`src/rtl/brx_pkg.sv`:
```
package brx_pkg;

    typedef enum logic [1:0] {
        BK_JUMP     = 2'd0,
        BK_COND_REL = 2'd1,
        BK_COND_REG = 2'd2,
        BK_JUMP_REG = 2'd3
    } br_kind_e;

    typedef enum logic [1:0] {
        ST_IDLE  = 2'd0,
        ST_EXEC  = 2'd1,
        ST_STALL = 2'd2
    } brx_state_e;

    function automatic logic kind_is_cond(br_kind_e k);
        return (k == BK_COND_REL) || (k == BK_COND_REG);
    endfunction

    function automatic logic kind_is_reg(br_kind_e k);
        return (k == BK_COND_REG) || (k == BK_JUMP_REG);
    endfunction

endpackage

```
`src/rtl/brx_addr.sv`:
```
module brx_addr
    import brx_pkg::*;
#(
    parameter int AW = 32,
    parameter int DW = 24
) (
    input  br_kind_e        kind,
    input  logic [AW-1:0]   pc,
    input  logic [DW-1:0]   disp,
    input  logic [AW-1:0]   regt,
    output logic [AW-1:0]   target,
    output logic [AW-1:0]   fallthru
);
    localparam int EXT = AW - DW - 2;

    logic [AW-1:0] offset;

    generate
        if (EXT > 0) begin : g_ext
            assign offset = {{EXT{disp[DW-1]}}, disp, 2'b00};
        end else begin : g_trunc
            logic [DW+1:0] wide;
            assign wide   = {disp, 2'b00};
            assign offset = wide[AW-1:0];
        end
    endgenerate

    always_comb begin
        if (kind_is_reg(kind)) begin
            target = {regt[AW-1:2], 2'b00};
        end else begin
            target = {pc[AW-1:2], 2'b00} + offset;
        end
        fallthru = {pc[AW-1:2], 2'b00} + AW'(4);
    end
endmodule

```
`src/rtl/brx_predict.sv`:
```
module brx_predict
    import brx_pkg::*;
(
    input  br_kind_e kind,
    input  logic     disp_neg,
    input  logic     hint,
    output logic     guess_taken
);
    logic base;

    always_comb begin
        base        = (kind == BK_COND_REL) && disp_neg;
        guess_taken = base ^ hint;
    end
endmodule

```
`src/rtl/brx_ctrl.sv`:
```
module brx_ctrl
    import brx_pkg::*;
(
    input  logic clk,
    input  logic rst_n,
    input  logic in_valid,
    input  logic unresolved,
    input  logic rec_busy,
    output logic in_ready,
    output logic load,
    output logic act,
    output logic held
);
    brx_state_e state, state_nx;
    logic busy_slot;

    always_comb begin
        busy_slot = (state != ST_IDLE);
        act       = busy_slot && !(unresolved && rec_busy);
        held      = busy_slot && !act;
        in_ready  = !busy_slot || act;
        load      = in_valid && in_ready;
    end

    always_comb begin
        state_nx = state;
        unique case (state)
            ST_IDLE:            state_nx = load ? ST_EXEC : ST_IDLE;
            ST_EXEC, ST_STALL:  state_nx = act ? (load ? ST_EXEC : ST_IDLE) : ST_STALL;
            default:            state_nx = ST_IDLE;
        endcase
    end

    always_ff @(posedge clk) begin
        if (!rst_n) state <= ST_IDLE;
        else        state <= state_nx;
    end

    p_idle_quiet_r1: assert property (@(posedge clk) disable iff (!rst_n)
        (state == ST_IDLE) |-> (in_ready && !act));

    p_stall_blocks_r9: assert property (@(posedge clk) disable iff (!rst_n)
        (state == ST_STALL && rec_busy && unresolved) |-> !in_ready);
endmodule

```
`src/rtl/brx_stage.sv`:
```
module brx_stage
    import brx_pkg::*;
#(
    parameter int AW = 32,
    parameter int DW = 24
) (
    input  logic            clk,
    input  logic            rst_n,
    input  logic            in_valid,
    output logic            in_ready,
    input  logic [1:0]      in_kind,
    input  logic [AW-1:0]   in_pc,
    input  logic [DW-1:0]   in_disp,
    input  logic [AW-1:0]   in_regt,
    input  logic            in_hint,
    input  logic            in_upd_lr,
    input  logic            in_upd_ctr,
    input  logic            res_known,
    input  logic            res_taken,
    input  logic            rec_busy,
    output logic [AW-1:0]   cur_pc,
    output logic            fold,
    output logic            fetch_redir,
    output logic [AW-1:0]   fetch_addr,
    output logic            rec_valid,
    output logic            rec_pred,
    output logic [AW-1:0]   rec_alt,
    output logic            wb_valid,
    output logic            wb_lr,
    output logic            wb_ctr
);
    br_kind_e      kind_q;
    logic [AW-1:0] pc_q, regt_q;
    logic [DW-1:0] disp_q;
    logic          hint_q, lr_q, ctr_q;

    logic          load, act, held, unresolved, guess, taken_now;
    logic [AW-1:0] target, fallthru;

    always_ff @(posedge clk) begin
        if (!rst_n) begin
            kind_q <= BK_JUMP;
            pc_q   <= '0;
            regt_q <= '0;
            disp_q <= '0;
            hint_q <= 1'b0;
            lr_q   <= 1'b0;
            ctr_q  <= 1'b0;
        end else if (load) begin
            kind_q <= br_kind_e'(in_kind);
            pc_q   <= in_pc;
            regt_q <= in_regt;
            disp_q <= in_disp;
            hint_q <= in_hint;
            lr_q   <= in_upd_lr;
            ctr_q  <= in_upd_ctr;
        end
    end

    assign unresolved = kind_is_cond(kind_q) && !res_known;

    brx_ctrl u_ctrl (
        .clk        (clk),
        .rst_n      (rst_n),
        .in_valid   (in_valid),
        .unresolved (unresolved),
        .rec_busy   (rec_busy),
        .in_ready   (in_ready),
        .load       (load),
        .act        (act),
        .held       (held)
    );

    brx_addr #(.AW(AW), .DW(DW)) u_addr (
        .kind     (kind_q),
        .pc       (pc_q),
        .disp     (disp_q),
        .regt     (regt_q),
        .target   (target),
        .fallthru (fallthru)
    );

    brx_predict u_pred (
        .kind        (kind_q),
        .disp_neg    (disp_q[DW-1]),
        .hint        (hint_q),
        .guess_taken (guess)
    );

    always_comb begin
        taken_now   = unresolved ? guess : (!kind_is_cond(kind_q) || res_taken);
        cur_pc      = pc_q;
        fold        = act && taken_now;
        fetch_redir = act && taken_now;
        fetch_addr  = target;
        rec_valid   = act && unresolved;
        rec_pred    = guess;
        rec_alt     = guess ? fallthru : target;
        wb_valid    = act && !unresolved && (lr_q || ctr_q);
        wb_lr       = lr_q;
        wb_ctr      = ctr_q;
    end

    p_no_rec_when_busy_r9: assert property (@(posedge clk) disable iff (!rst_n)
        rec_valid |-> !rec_busy);

    p_hold_stable_r9: assert property (@(posedge clk) disable iff (!rst_n)
        held |=> $stable(pc_q));

    p_rec_wb_excl_r8: assert property (@(posedge clk) disable iff (!rst_n)
        !(rec_valid && wb_valid));

    p_addr_aligned_r2: assert property (@(posedge clk) disable iff (!rst_n)
        fetch_redir |-> (fetch_addr[1:0] == 2'b00));

    p_ready_on_done_r10: assert property (@(posedge clk) disable iff (!rst_n)
        (rec_valid || wb_valid || fetch_redir) |-> in_ready);
endmodule

```
`config.mk`:
```
export PLATFORM = sky130hd
export DESIGN_NAME = brx_stage
export DESIGN_NICKNAME = d
export VERILOG_FILES = /design/src/rtl/brx_pkg.sv /design/src/rtl/brx_addr.sv /design/src/rtl/brx_predict.sv /design/src/rtl/brx_ctrl.sv /design/src/rtl/brx_stage.sv
export SDC_FILE = /design/constraint.sdc
export NUM_CORES = 1
export LEC_CHECK = 0
export BUFFER_PORTS_ARGS = -buffer_cell sky130_fd_sc_hd__buf_4
export CAP_MARGIN = 10
export CORE_ASPECT_RATIO = 2
export CORE_MARGIN = 10
export CORE_UTILIZATION = 51
export CTS_CLUSTER_SIZE = 14
export DETAILED_ROUTE_END_ITERATION = 6
export GPL_TIMING_DRIVEN = 0
export PLACE_DENSITY = 0.89
export SLEW_MARGIN = 5
export SYNTH_ARGS = -nofsm -noshare
export SYNTH_HDL_FRONTEND = slang
export SYNTH_SLANG_ARGS = --single-unit
```
`constraint.sdc`:
```
create_clock -name clk -period 6.1 [get_ports clk]
set_input_delay 0.61 -clock clk [delete_from_list [all_inputs] [get_ports clk]]
set_output_delay 0.61 -clock clk [all_outputs]
set_load 0.01 [all_outputs]
```
== Word level (Yosys, flattened, before mapping) ==
Index checks and enable logic that the tools add are counted.

* Add/sub/neg operators: 2
* Equality and inequality tests: 5
* Mux-type cells: 6
* Bitwise logic cells: 1
* Reduce and logical (&&, ||, !) cells: 22

{| class="wikitable"
|+ Operators with widths
! cell !! number
|-
| $mux W32 || 2
|-
| $add A32 B3 Y32 const B || 1
|-
| $add A32 B32 Y32 || 1
|-
| $logic_and A1 B1 Y1 || 9
|-
| $eq A2 B2 Y1 const B || 3
|-
| $logic_not A1 Y1 || 5
|-
| $logic_or A1 B1 Y1 || 5
|-
| $eq A2 B1 Y1 const B || 2
|-
| $pmux W2 S2 || 1
|-
| $logic_not A2 Y1 || 1
|-
| $mux W1 || 2
|-
| $mux W2 || 1
|-
| $reduce_bool A2 Y1 || 1
|-
| $reduce_or A2 Y1 || 1
|-
| $xor A1 B1 Y1 || 1
|}

* Register bits after elaboration: 95
* Bits of input ports: 99
* Output and inout bits: 104

== Longest topological paths before layout ==
Gate-level depths: netlist of run 1.

* Depth after elaboration: 11
* Depth in mapped cells: 9
* Mapped depth without buffers: 9

== By module ==
A second synthesis of run 1 with hierarchy kept.

* Cell total of the unflattened synthesis: 763
* Area total of the unflattened synthesis: 6849.1 um2

{| class="wikitable"
|+ By module, submodules not included
! module !! times used !! cells each !! area an instance (um2) !! sequential area each (um2)
|-
| brx_stage || 1 || 343 || 4041.4 || 1861.8
|-
| brx_addr || 1 || 405 || 2632.5 || 0.0
|-
| brx_ctrl || 1 || 13 || 138.9 || 40.0
|-
| brx_predict || 1 || 2 || 36.3 || 0.0
|}

== Worst setup path before layout of run 1 ==
Ideal clock, no wire load.

* Path type: register to output
* Start point: register pc_q[2] (netlist: cur_pc[2])
* End point: output rec_alt[22]
* Arrival: 2519 ps
* Path slack: 2971 ps
* Stages on the path, launching flop included: 10
* Buffers on the path: 0
* Cell sequence: dfxtp_1 > ha_1 > fa_1 > a21o_1 > a221oi_2 > o211ai_1 > a21oi_2 > o21ba_2 > xor2_1 > a221oi_1

* Word-level cells in the longest chain between the ends: 3
* Elaborated cells between the ends (all ways): 4

{| class="wikitable"
|+ RTL lines
! item !! RTL line !! text
|-
| start, declared || brx_stage.sv:33 || <nowiki>logic [AW-1:0] pc_q, regt_q;</nowiki>
|-
| start signal, assigned || brx_stage.sv:51 || <nowiki>pc_q <= in_pc;</nowiki>
|-
| $add A32 B32 Y32 || brx_addr.sv:32 || <nowiki>target = {pc[AW-1:2], 2'b00} + offset;</nowiki>
|-
| $mux W32 || brx_addr.sv:29 || <nowiki>if (kind_is_reg(kind)) begin</nowiki>
|-
| $mux W32 (*) || brx_stage.sv:98 || <nowiki>rec_alt = guess ? fallthru : target;</nowiki>
|-
| end, declared || brx_stage.sv:27 || <nowiki>output logic [AW-1:0] rec_alt,</nowiki>
|}

Mark *: on every way between the ends. The rest lies on a longest branch, timed or not.

== Worst setup path after layout of run 1 ==
* Start point: register pc_q[2] (netlist: cur_pc[2])
* End point: output rec_alt[28]

The elaborated chain is that of the path after synthesis.

==> results.md, run 1 <==
| Group | Quantity | This run |
| --- | --- | --- |
| worst setup path | Cell type of the slowest stage on the worst timing path | fa_1 |
| routing | Number of nets still failing antenna checks after routing | 0 |
| worst setup path | Start point of the critical path | cur_pc[2] |
| worst setup path | Setup slack of the worst register-to-register path | 3410 ps |
| clocking | Maximum root-to-sink buffer count | 2 |
| worst setup path | Worst stage delay on the critical path | 410 ps |
| power and ir drop | Power per cell area | 214 nW/µm² |
| synthesis | Number of synthesis warnings | 0 |
| worst setup path | Data arrival time of the critical path | 3530 ps |
| routing | Number of vias per cell | 5.82 |
| final layout | Filler cells | 1119 |
| job | Max-cap check violation count | 0 |
| routing | Routed length on met2 | 13.8 mm |
| synthesis | Post-Synthesis Cell Area | 6510 µm² |
| floorplan | IO Count | 203 |
| floorplan | Die height | 180 µm |
| floorplan | Core outline area | 12600 µm² |
| clocking | Total of cells resized after clock tree synthesis | 0 |
| synthesis | Async SR Flop Fraction | 0% |
| hold path | Min-delay worst type | reg2reg |
| sta | Setup Viol. Count Final | 0 |
| final layout | Register cell area after layout | 1860 µm² |
| global routing | GRT Overall Usage | 27.5% |
| clocking | Buffer cell driving the clock tree root | clkbuf_16 |
| global routing | Wire length of the first global-routing pass | 39.4 mm |
| worst setup path | Reg-to-Reg Start | kind_q[0] |
| clocking | TritonCTS Buffers | 9 |
| sta | Min Tclk post-route | 4140 ps |
| worst setup path | Maximum net fanout on the critical path | 7 |
| routing | Met1 Routed Length | 8.36 mm |
| clocking | Buffers inserted during post-CTS setup optimization | 0 |
| sta | Part of the cycle the worst path needs | 67.9% |
| global routing | Global-route congestion overflow total | 0 |
| synthesis | Average size of a mapped cell | 7.27 µm² |
| sta | Slew Limit Fails | 0 |
| routing | Total wire length after detailed routing | 25.4 mm |
| final layout | Area delta synth->final | 30.0% |
| worst setup path | Capturing point of the worst reg2reg path | cur_pc[25] |
| routing | Pre-Repair DR Iteration Count | 5 |
| global routing | Initial antenna violation count | 0 |
| power and ir drop | IR drop worst, VDD | 0.000153 V |
| power and ir drop | Leak pwr | 3.82 nW |
| clocking | Count of hold-fix buffers inserted at cts | 0 |
| routing | Total DRC errors in the routed layout | 0 |
| clocking | Number of sinks on the clock net | 93 |
| status | Outcome | finished, final reports clean |
| synthesis | Most instantiated flip-flop cell in the synthesis netlist | dfxtp_1 |
| routing | Via Count | 7328 |
| worst setup path | Worst Setup EP | rec_alt[28] |
| final layout | Share of layout cells above drive strength 1 | 21.4% |
| worst setup path | Crit-path cells | ha_1, fa_1, a21o_1, a221oi_2, o21ai_0, a21oi_1, o211a_1, mux2i_1, a31oi_1, buf_4 |
| sta | RSZ-0062 raised after global routing | false |
| global routing | Pin count of the biggest net entering global routing | 16 |
| synthesis | Register bit total from synthesis | 93 |
| final layout | Post-Layout Inst Area | 8470 µm² |
| final layout | Antenna diode instance count | 0 |
| floorplan | Starting density of the core | 51.9% |
| clocking | Clock insertion delay at the later pin of the skew report | 360 ps |
| routing | Post-detailed-route wirelength per cell | 20.2 µm |
| placed design | Total cell area at the placement stage | 8180 µm² |
| sta | Worst slew margin relative to its limit | 35.1% |
| sta | Number of failing hold endpoints at the final stage | 0 |
| placed design | Count of input and output buffers | 195 |
| final layout | Net total in the final layout | 1240 |
| routing | Total length of routed met3 wires | 1.58 mm |
| sta | Post-route setup TNS | 0 ps |
| placed design | Routability Congestion | 0.965 |
| power and ir drop | Total power | 0.00181 W |
| worst setup path | Kind of start point of the critical path | register |
| clocking | Worst-path clk slew | 70 ps |
| synthesis | Post-synthesis instance total | 896 |
| floorplan | Die span in x | 99.9 µm |
| routing | Uppermost routed layer | met4 |
| clocking | Clock tree from TritonCTS | yes |
| routing | Iter 0 DRT Violations | 495 |
| worst setup path | Cell depth of the worst flop-to-flop path | 9 |
| worst setup path | Kind of capture point of the worst setup path | output pin |
| floorplan | Die footprint | 18000 µm² |
| final layout | Multi-input gate area | 4360 µm² |
| clocking | H-tree depth | 3 |
| worst setup path | Required time worst endpoint | 5490 ps |
| synthesis | Unique cell type count in the Yosys netlist | 61 |
| sta | Clock Skew | 9.66 ps |
| worst setup path | Crit Path Class | reg2out |
| floorplan | Number of rows in the core area | 58 |
| placed design | Detailed placement HPWL | 20.5 mm |
| global routing | Number of global-route vias before repair | 7506 |
| synthesis | Sequential-to-total area share from yosys stat | 28.6% |
| synthesis | Number of flops mapped to enable cells by yosys | 0 |
| sta | Maximum frequency from static timing analysis | 241 MHz |
| sta | Slew at the pin closest to its max-slew limit | 971 ps |
-- where the power goes --
| group | switching, W | internal [W] | total, W |
|---|---|---|---|
| sequential | 0.0000408 | 0.000643 | 0.000684 |
| combinational | 0.000302 | 0.000246 | 0.000548 |
| clock | 0.000260 | 0.000318 | 0.000578 |
| total | 0.000603 | 0.00121 | 0.00181 |
-- how the worst min path moves through the flow --
| stage | cells past startpoint | to | from | slack [ps] |
|---|---|---|---|---|
| finish | 2 | regt_q[5] | regt_q[5] | 470 |
| global route | 2 | regt_q[10] | regt_q[10] | 490 |
| CTS | 2 | regt_q[31] | regt_q[31] | 470 |
| global placement | 2 | regt_q[31] | regt_q[31] | 450 |
| floorplan | 2 | regt_q[31] | regt_q[31] | 440 |
| detailed placement | 2 | regt_q[31] | regt_q[31] | 460 |
-- sequential cells by signal, indices dropped and copies added (netlist names) --
register,cells
cur_pc,32
regt_q,30
disp_q,24
kind_q,2
u_ctrl.state,2
hint_q,1
wb_ctr,1
wb_lr,1
-- area by class of cell --
type                    instances  area share, %
multi-input cells             731           51.5
flip-flops and latches         93           22.0
repair buffers                195           17.3
plain buffers                  60           2.93
clock buffers                  10           2.70
well taps                     150           2.22
clock inverters                 6          0.739
inverters                      15          0.665
-- synth_stat cells, types with 3 or more instances --
library cell / count / area (µm²)
o211a_1: 3 / 30.0
xnor2_1: 21 / 184
and4_1: 5 / 43.8
clkbuf_1: 52 / 195
o21ai_0: 38 / 190
a221oi_1: 5 / 43.8
nand4_1: 9 / 56.3
a211oi_1: 3 / 22.5
or3_1: 5 / 31.3
nor2_1: 40 / 150
and3_1: 7 / 43.8
o211ai_1: 5 / 37.5
ha_1: 35 / 438
o21a_1: 3 / 22.5
mux2_2: 5 / 56.3
buf_4: 5 / 37.5
o31ai_1: 5 / 37.5
dfxtp_1: 93 / 1860
a21boi_0: 93 / 698
o21ai_1: 3 / 15.0
a21o_1: 17 / 128
nand2_1: 265 / 995
nand3_1: 14 / 70.1
a31oi_1: 15 / 93.8
a21oi_1: 40 / 200
nor3_1: 12 / 60.1
and2_1: 8 / 50.1
inv_1: 15 / 56.3
mux2i_1: 4 / 40.0
xor2_1: 26 / 228
-- logic make-up after synthesis --
family                     Yosys count  share of synthesized area [%]
and+or+nand+nor                    384                           25.5
adders and majority gates           36                           7.03
xor gates and xnor gates            47                           6.32
other                                1                         0.0576
DFF                                 93                           28.6
buffers and inverters               75                           4.67
AOI/OAI and AO/OA                  251                           26.3
muxes                                9                           1.48
-- layout by cell type (no fill, tap or decap), drive strengths merged, types with 5 or more instances in the layout --
cell type and instances:
nand2 265, buf 202, a21boi 93, dfxtp 93, clkbuf 63, a21oi 42
o21ai 41, nor2 40, ha 35, xor2 26, xnor2 21, a21o 17
inv 16, a31oi 15, nand3 14, nor3 12, nand4 10, and2 8
and3 7, a221oi 7, and4 6, o211ai 5, o31ai 5, or3 5
mux2 5, or2 5
-- metal layers --
metal	vias up	GRT usage, %
met5	-	0
met4	0	19.0
met3	104	5.22
met2	303	50.9
met1	3402	25.7
li1	3519	-
-- per-stage QoR --
stage | utilization, % | hold slack (ps) | setup WS, ps | instances
after floorplan | - | 438 | 2970 | 899
after global placement | 65.1 | 448 | 2360 | 1244
after detailed placement | 65.1 | 456 | 2370 | 1244
after CTS | 67.5 | 466 | 1970 | 1260
after global routing | 67.5 | 494 | 1830 | 1260
final | 67.5 | 465 | 1960 | 1260
-- critical path, delay by kind of cell (launching register included) --
family	cells	cell delay (ps)
flops	1	380
compound gates	6	1660
buf+inv	1	200
mux	1	260
fa+ha+maj	2	660
Note: power is estimated with default switching activity, not from simulation.
==> run 2: changes to the inputs <==
--- a/config.mk
+++ b/config.mk
@@ -5,15 +5,16 @@
 export SDC_FILE = /design/constraint.sdc
 export NUM_CORES = 1
 export LEC_CHECK = 0
+export ABC_AREA = 1
 export BUFFER_PORTS_ARGS = -buffer_cell sky130_fd_sc_hd__buf_4
 export CAP_MARGIN = 10
 export CORE_ASPECT_RATIO = 2
 export CORE_MARGIN = 10
-export CORE_UTILIZATION = 51
+export CORE_UTILIZATION = 48
 export CTS_CLUSTER_SIZE = 14
 export DETAILED_ROUTE_END_ITERATION = 6
 export GPL_TIMING_DRIVEN = 0
-export PLACE_DENSITY = 0.89
+export PLACE_DENSITY = 0.87
 export SLEW_MARGIN = 5
 export SYNTH_ARGS = -nofsm -noshare
 export SYNTH_HDL_FRONTEND = slang
==> constraint.sdc (replaced) <==
create_clock -name clk -period 3.5 [get_ports clk]
set_input_delay 0.35 -clock clk [delete_from_list [all_inputs] [get_ports clk]]
set_output_delay 0.35 -clock clk [all_outputs]
set_load 0.01 [all_outputs]
==> results.md, run 2 <==
| Group | Quantity | This run | Delta |
| --- | --- | --- | --- |
| routing | Iter 0 DRT Violations | 495 | unchanged |
| final layout | Net total in the final layout | 1504 | was 1240 |
| clocking | Clock tree from TritonCTS | yes | unchanged |
| synthesis | Top cells by count, synth | nand2_1, nor2_1, inv_1 | was nand2_1, a21boi_0, dfxtp_1 |
| power and ir drop | Leak pwr | 4.85 nW | was 3.82 nW |
| status | Outcome | finished, final reports clean | unchanged |
| global routing | Met2 layer usage reported by global route | 52.6% | was 50.9% |
| final layout | Commonest non-fill, non-tap cell in the layout | nand2_1 | unchanged |
| placed design | Detailed placement HPWL | 24.2 mm | was 20.5 mm |
| synthesis | Post-Synthesis Cell Area | 6940 µm² | was 6510 µm² |
| global routing | Wire length of the first global-routing pass | 44.4 mm | was 39.4 mm |
| sta | Slew at the pin closest to its max-slew limit | 853 ps | was 971 ps |
| synthesis | Number of synthesis warnings | 0 | unchanged |
| placed design | Setup Slack @ Placement | 515 ps | was 2370 ps |
| global routing | Global-route congestion overflow total | 0 | unchanged |
| synthesis | Average size of a mapped cell | 5.99 µm² | was 7.27 µm² |
| synthesis | Register bit total from synthesis | 93 | unchanged |
| floorplan | Die footprint | 20000 µm² | was 18000 µm² |
| routing | Number of nets still failing antenna checks after routing | 0 | unchanged |
| floorplan | Die span in x | 105 µm | was 99.9 µm |
| sta | Part of the cycle the worst path needs | 95.8% |  |
| worst setup path | Required time worst endpoint | 3150 ps | was 5490 ps |
| job | Max-cap check violation count | 0 | unchanged |
| routing | Total DRC errors in the routed layout | 0 | unchanged |
| placed design | Inst Count DP | 1550 | was 1244 |
| sta | Post-route setup TNS | 0 ps | unchanged |
| final layout | Filler-free cell count of the finished design | 1566 | was 1260 |
| synthesis | Dominant cell by count in the synthesized netlist | nand2_1 | unchanged |
| sta | Clock Skew | 10.0 ps | was 9.66 ps |
| placed design | Count of input and output buffers | 195 | unchanged |
| placed design | Routability Congestion | 0.990 | was 0.965 |
| floorplan | Starting density of the core | 48.7% | was 51.9% |
| sta | Setup slack after layout | 149 ps | was 1960 ps |
| global routing | Number of global-route vias before repair | 8544 | was 7506 |
| global routing | Met3 usage in global routing | 4.64% | was 5.22% |
| sta | Slew Limit Fails | 0 | unchanged |
| floorplan | Die height | 190 µm | was 180 µm |
| worst setup path | Maximum net fanout on the critical path | 6 | was 7 |
| clocking | Buffers inserted during post-CTS setup optimization | 0 | unchanged |
| synthesis | Number of flops mapped to enable cells by yosys | 0 | unchanged |
| synthesis | Sequential-to-total area share from yosys stat | 26.8% | was 28.6% |
| worst setup path | Kind of start point of the critical path | register | unchanged |
| worst setup path | Crit Path Class | reg2out | unchanged |
| clocking | Maximum root-to-sink buffer count | 2 | unchanged |
| global routing | Pin count of the biggest net entering global routing | 19 | was 16 |
| final layout | Area delta synth->final | 29.5% | was 30.0% |
| synthesis | Unique cell type count in the Yosys netlist | 44 | was 61 |
| sta | Setup Viol. Count Final | 0 | unchanged |
| final layout | Antenna diode instance count | 0 | unchanged |
| clocking | Worst-path clk slew | 80 ps | was 70 ps |
| power and ir drop | Power per cell area | 409 nW/µm² | was 214 nW/µm² |
| hold path | Min-delay worst type | in2reg | was reg2reg |
| routing | Number of vias per cell | 5.33 | was 5.82 |
| final layout | Flip-flop count of the largest register after layout | 32 | unchanged |
| synthesis | Largest area contributor in the netlist | dfxtp_1 | unchanged |
| worst setup path | Data arrival time of the critical path | 3000 ps | was 3530 ps |
| clocking | TritonCTS Buffers | 9 | unchanged |
| floorplan | IO Count | 203 | unchanged |
| global routing | Initial antenna violation count | 0 | unchanged |
| power and ir drop | IR drop worst, VDD | 0.000339 V | was 0.000153 V |
| sta | RSZ-0062 raised after global routing | false | unchanged |
| clocking | Buffer cell driving the clock tree root | clkbuf_16 | unchanged |
| routing | Total wire length after detailed routing | 29.4 mm | was 25.4 mm |
| synthesis | Synth top area cells | dfxtp_1, nand2_1, nor2_1 | was dfxtp_1, nand2_1, a21boi_0 |
| synthesis | Post-synthesis instance total | 1160 | was 896 |
| global routing | GRT busiest layer | met2 | unchanged |
| sta | Min Tclk post-route | 3350 ps |  |
| global routing | Global routing met1 resource utilization | 25.5% | was 25.7% |
| floorplan | Number of rows in the core area | 62 | was 58 |
| global routing | GRT Overall Usage | 28.3% | was 27.5% |
| routing | Pre-Repair DR Iteration Count | 5 | unchanged |
| synthesis | Async SR Flop Fraction | 0% | unchanged |
| routing | Via Count | 8352 | was 7328 |
| hold path | Hold Crit Start | in_regt[7] | was regt_q[5] |
| clocking | Clock insertion delay at the later pin of the skew report | 360 ps | about the same |
| synthesis | Most instantiated flip-flop cell in the synthesis netlist | dfxtp_1 | unchanged |
| floorplan | Core outline area | 14300 µm² | was 12600 µm² |
| sta | Maximum frequency from static timing analysis | 298 MHz |  |
| clocking | H-tree depth | 3 | unchanged |
| final layout | Share of layout cells above drive strength 1 | 19.2% | was 21.4% |
| routing | Post-detailed-route wirelength per cell | 18.7 µm | was 20.2 µm |
| synthesis | Fraction of post-synthesis cell area in the top cell type by area | 26.8% | was 28.6% |
| worst setup path | Reg-to-Reg Start | kind_q[0] | unchanged |
| worst setup path | Setup slack of the worst register-to-register path | 1290 ps | was 3410 ps |
| worst setup path | Kind of capture point of the worst setup path | output pin | unchanged |
| final layout | Top library cells by usage in the layout, fill and taps aside | nand2_1, nor2_1, buf_4 | was nand2_1, buf_4, a21boi_0, dfxtp_1, clkbuf_1 |
| sta | Number of failing hold endpoints at the final stage | 0 | unchanged |
| sta | Worst slew margin relative to its limit | 43.1% | was 35.1% |
| clocking | Number of sinks on the clock net | 93 | unchanged |
| worst setup path | Start point of the critical path | cur_pc[2] | unchanged |
## run 2: cell types whose count changed after synthesis, moves of 10 or more
cell | before | now
a21o_1 | 17 | 2
xor2_1 | 26 | 15
o21ai_0 | 38 | 92
or2_2 | 2 | 12
a31oi_1 | 15 | 1
nor2_1 | 40 | 208
clkbuf_1 | 52 | 29
nand3_1 | 14 | 77
inv_1 | 15 | 122
o21ai_1 | 3 | 20
a21boi_0 | 93 | 0
nand2_1 | 265 | 314
## run 2: final cells by class
class	instances	area, µm²
timing repair buffer	195	1460
clock inverter	7	92.6
tap	192	240
buffer	45	200
inverter	129	484
clock buffer	9	225
multi-input combinational	896	4420
sequential	93	1860
fill	1392	5280
## run 2: path summary, 6_finish.rpt
path / to / depth (start not counted)
min: regt_q[7] / 3
max: rec_alt[16] / 13
max reg2reg: regt_q[6] / 10
min reg2reg: regt_q[11] / 2
## run 2: per-stage QoR
step	util, %	power (W)	hold slack [ps]	cell area, µm²
2_1_floorplan	-	0.00192	430	6960
3_3_place_gp	60.7	0.00256	457	8660
3_5_place_dp	60.7	0.00258	469	8660
4_1_cts	62.9	0.00367	231	8980
5_1_grt	63.0	0.00383	247	8990
6_report	63.0	0.00367	235	8990
## run 2: critical path, stage by stage, from the launching register on
cell and delay (ps):
dfxtp_1 390, ha_1 290, fa_1 480, nand3_1 120
nand3_1 220, nand2_1 120, nand2_1 120, nand2_1 90
nand2_1 60, xnor2_1 280, nand2_1 80, nand3_1 90
nand2_1 120, buf_4 170
## run 2: metal layers
metal	routed length, µm	share of wire (%)
met5	0	0
met4	2650	9.0
met3	1700	5.8
met2	15500	53
met1	9540	32
## run 2: power breakdown
| group | total [W] | switching [W] | internal, W |
|---|---|---|---|
| sequential | 0.00126 | 0.000116 | 0.00114 |
| clock | 0.00109 | 0.000520 | 0.000575 |
| combinational | 0.00132 | 0.000768 | 0.000554 |
| total | 0.00367 | 0.00140 | 0.00227 |
## run 2: repair_timing
action	in CTS	in global routing
gates resized for setup	0	3
hold buffers	0	0
endpoints found under the hold margin	0	0
setup endpoints to repair	0	5
## run 2: cells by family (layout without fill, tap and decap cells)
family                   count (synthesis)  after routing  synth area share (%)
XOR/XNOR                                28             28                  3.64
AND/OR/NAND/NOR                        662            662                  40.5
adder cells (fa/ha/maj)                 36             36                  6.59
buffers and inverters                  174            385                  9.86
AO/OA/AOI/OAI                          166            166                  12.5
other                                    1              4                0.0540
flip-flops                              93             93                  26.8
==> run 3: changes to the inputs <==
--- a/config.mk
+++ b/config.mk
@@ -5,7 +5,6 @@
 export SDC_FILE = /design/constraint.sdc
 export NUM_CORES = 1
 export LEC_CHECK = 0
-export ABC_AREA = 1
 export BUFFER_PORTS_ARGS = -buffer_cell sky130_fd_sc_hd__buf_4
 export CAP_MARGIN = 10
 export CORE_ASPECT_RATIO = 2
@@ -18,4 +17,5 @@
 export SLEW_MARGIN = 5
 export SYNTH_ARGS = -nofsm -noshare
 export SYNTH_HDL_FRONTEND = slang
+export SYNTH_HIERARCHICAL = 1
 export SYNTH_SLANG_ARGS = --single-unit
==> results.md, run 3 <==
| Group | Quantity | This run | Delta |
| --- | --- | --- | --- |
| worst setup path | Maximum net fanout on the critical path | 5 | was 6 |
| routing | Number of vias per cell | 5.62 | was 5.33 |
| clocking | Number of sinks on the clock net | 93 | unchanged |
| hold path | Cell depth of the worst min-delay path | 3 | unchanged |
| sta | Setup Viol. Count Final | 8 | was 0 |
| routing | Uppermost routed layer | met4 | unchanged |
| floorplan | Number of rows in the core area | 61 | was 62 |
| floorplan | IO Count | 203 | unchanged |
| placed design | Setup Slack @ Placement | -417 ps | was 515 ps |
| global routing | Number of global-route vias before repair | 6760 | was 8544 |
| hold path | Min-delay worst type | in2reg | unchanged |
| status | Outcome | complete, but fails checks | was finished, final reports clean |
| final layout | Area delta synth->final | 34.6% | was 29.5% |
| sta | Worst hold slack after final layout | 255 ps | was 235 ps |
| routing | Routed length on met2 | 13.3 mm | was 15.5 mm |
| routing | Via Count | 6554 | was 8352 |
| clocking | Clock insertion delay at the later pin of the skew report | 350 ps | was 360 ps |
| global routing | Pin count of the biggest net entering global routing | 17 | was 19 |
| floorplan | Die height | 188 µm | was 190 µm |
| global routing | Initial antenna violation count | 1 | was 0 |
| final layout | Post-Layout Inst Area | 9120 µm² | was 8990 µm² |
| job | Max-cap check violation count | 0 | unchanged |
| status | Violations in the final reports | negative setup slack |  |
| clocking | TritonCTS Buffers | 9 | unchanged |
| power and ir drop | IR drop worst, VDD | 0.000226 V | was 0.000339 V |
| routing | Total DRC errors in the routed layout | 0 | unchanged |
| power and ir drop | Total power | 0.00325 W | was 0.00367 W |
| power and ir drop | Leak pwr | 4.15 nW | was 4.85 nW |
| global routing | GRT Overall Usage | 23.0% | was 28.3% |
| worst setup path | Cell type of the slowest stage on the worst timing path | o41a_1 | was fa_1 |
| worst setup path | Crit Path Class | reg2out | unchanged |
| worst setup path | Setup slack of the worst register-to-register path | 1500 ps | was 1290 ps |
| routing | Met1 Routed Length | 8.14 mm | was 9.54 mm |
| synthesis | Number of synthesis warnings | 6 | was 0 |
| global routing | Wire length of the first global-routing pass | 36.3 mm | was 44.4 mm |
| sta | Min Tclk post-route | 3720 ps | was 3350 ps |
| worst setup path | Cell depth of the worst flop-to-flop path | 9 | was 10 |
| final layout | Flip-flop count of the largest register after layout | 32 | unchanged |
| floorplan | Die span in x | 104 µm | was 105 µm |
| sta | Clock Skew | 7.17 ps | was 10.0 ps |
| routing | Total length of routed met3 wires | 1.14 mm | was 1.70 mm |
| clocking | Maximum root-to-sink buffer count | 2 | unchanged |
| sta | Number of failing hold endpoints at the final stage | 0 | unchanged |
| floorplan | Core outline area | 13900 µm² | was 14300 µm² |
| clocking | Clock tree from TritonCTS | yes | unchanged |
| floorplan | Starting density of the core | 48.8% | was 48.7% |
| placed design | Detailed placement HPWL | 18.8 mm | was 24.2 mm |
| sta | Setup slack after layout | -221 ps | was 149 ps |
| worst setup path | Reg-to-Reg Start | kind_q[1] | was kind_q[0] |
| global routing | Global-route congestion overflow total | 0 | unchanged |
| routing | Iter 0 DRT Violations | 322 | was 495 |
| synthesis | Post-Synthesis Cell Area | 6770 µm² | was 6940 µm² |
| synthesis | Average size of a mapped cell | 8.96 µm² | was 5.99 µm² |
| worst setup path | Required time worst endpoint | 3150 ps | about the same |
| sta | Slew at the pin closest to its max-slew limit | 742 ps | was 853 ps |
| worst setup path | Start point of the critical path | cur_pc[2] | unchanged |
| hold path | Hold Crit Start | in_regt[3] | was in_regt[7] |
| placed design | Routability Congestion | 0.950 | was 0.990 |
| sta | RSZ-0062 raised after global routing | true | was false |
| final layout | Net total in the final layout | 1103 | was 1504 |
| hold path | Worst-case hold path end point | regt_q[3] | was regt_q[7] |
| routing | Total wire length after detailed routing | 23.7 mm | was 29.4 mm |
| routing | Pre-Repair DR Iteration Count | 5 | unchanged |
| final layout | Commonest non-fill, non-tap cell in the layout | buf_4 | was nand2_1 |
| clocking | Worst-path clk slew | 80 ps | about the same |
| worst setup path | Kind of capture point of the worst setup path | output pin | unchanged |
| worst setup path | Data arrival time of the critical path | 3370 ps | was 3000 ps |
| final layout | Share of layout cells above drive strength 1 | 35.6% | was 19.2% |
| clocking | Buffer cell driving the clock tree root | clkbuf_16 | unchanged |
| worst setup path | Crit-path cells | ha_4, fa_2, a21o_1, a221o_1, nor3b_4, o41a_1, and3_1, a311oi_2, mux2_4, buf_6 | was ha_1, fa_1, nand3_1, nand3_1, nand2_1, nand2_1, nand2_1, nand2_1, xnor2_1, nand2_1, nand3_1, nand2_1, buf_4 |
| sta | Slew Limit Fails | 0 | unchanged |
| routing | Number of nets still failing antenna checks after routing | 0 | unchanged |
| power and ir drop | Power per cell area | 356 nW/µm² | was 409 nW/µm² |
| placed design | Inst Count DP | 1144 | was 1550 |
| sta | Part of the cycle the worst path needs | 106% | was 95.8% |
| placed design | Total cell area at the placement stage | 8490 µm² | was 8660 µm² |
| worst setup path | Capturing point of the worst reg2reg path | regt_q[5] | was regt_q[6] |
| final layout | Filler-free cell count of the finished design | 1166 | was 1566 |
| clocking | H-tree depth | 3 | unchanged |
| synthesis | Post-synthesis instance total | 756 | was 1160 |
| final layout | Top library cells by usage in the layout, fill and taps aside | buf_4, nor2b_1, mux2i_1 | was nand2_1, nor2_1, buf_4 |
| worst setup path | Kind of start point of the critical path | register | unchanged |
| routing | Post-detailed-route wirelength per cell | 20.3 µm | was 18.7 µm |
| placed design | Count of input and output buffers | 196 | was 195 |
| floorplan | Die footprint | 19500 µm² | was 20000 µm² |
| sta | Maximum frequency from static timing analysis | 269 MHz | was 298 MHz |
| sta | Worst slew margin relative to its limit | 50.6% | was 43.1% |
| worst setup path | Worst stage delay on the critical path | 430 ps | was 480 ps |
-- run 3: where the power goes --
part           leakage [nW]  internal (W)  switching [W]
registers             0.772       0.00113      0.0000763
logic                  3.25      0.000574       0.000529
clock network         0.129      0.000488       0.000454
-- run 3: timing repair --
item | 4_1_cts | 5_1_grt
pin swaps | 12 | 5
gates resized for setup | 44 | 31
endpoints found under the setup margin | 29 | 20
hold buffers | 0 | 0
buffers inserted | 9 | 5
-- run 3: layer usage --
layer / global-route usage [%] / vias to the layer above
met2: 45.5 / 268
li1: - / 3132
met4: 11.5 / 0
met1: 21.9 / 3087
met5: 0 / -
met3: 3.85 / 67
-- run 3: final cells by class --
type | instances | area, µm²
tap | 189 | 236
buffer | 45 | 374
multi-input combinational | 603 | 4720
antenna | 1 | 2.50
sequential | 93 | 1880
timing repair buffer | 209 | 1590
clock buffer | 10 | 229
inverter | 10 | 37.5
fill | 1160 | 4770
clock inverter | 6 | 46.3
-- run 3: critical path, delay by kind of cell (launching register included) --
kind | cells | cell delay (ps)
AO/OA/AOI/OAI | 4 | 1390
adder cells (fa/ha/maj) | 2 | 540
AND/OR/NAND/NOR | 2 | 400
flip-flops | 1 | 360
multiplexers | 1 | 240
buffers and inverters | 1 | 100
-- run 3: metrics by stage --
stage / util, % / setup TNS [ps]
finish: 65.6 / -838
global route: 65.6 / -1440
CTS: 64.8 / -641
detailed placement: 61.1 / -1280
global placement: 61.1 / -1090
floorplan: - / 0
-- run 3: how the worst max path moves through the flow --
stage | end | slack (ps) | cells after the start
6_report | rec_alt[30] | -220 | 10
5_1_grt | rec_alt[30] | -260 | 10
4_1_cts | rec_alt[26] | -190 | 10
3_5_place_dp | rec_alt[30] | -420 | 10
3_3_place_gp | rec_alt[30] | -410 | 10
2_1_floorplan | rec_alt[30] | 30 | 9
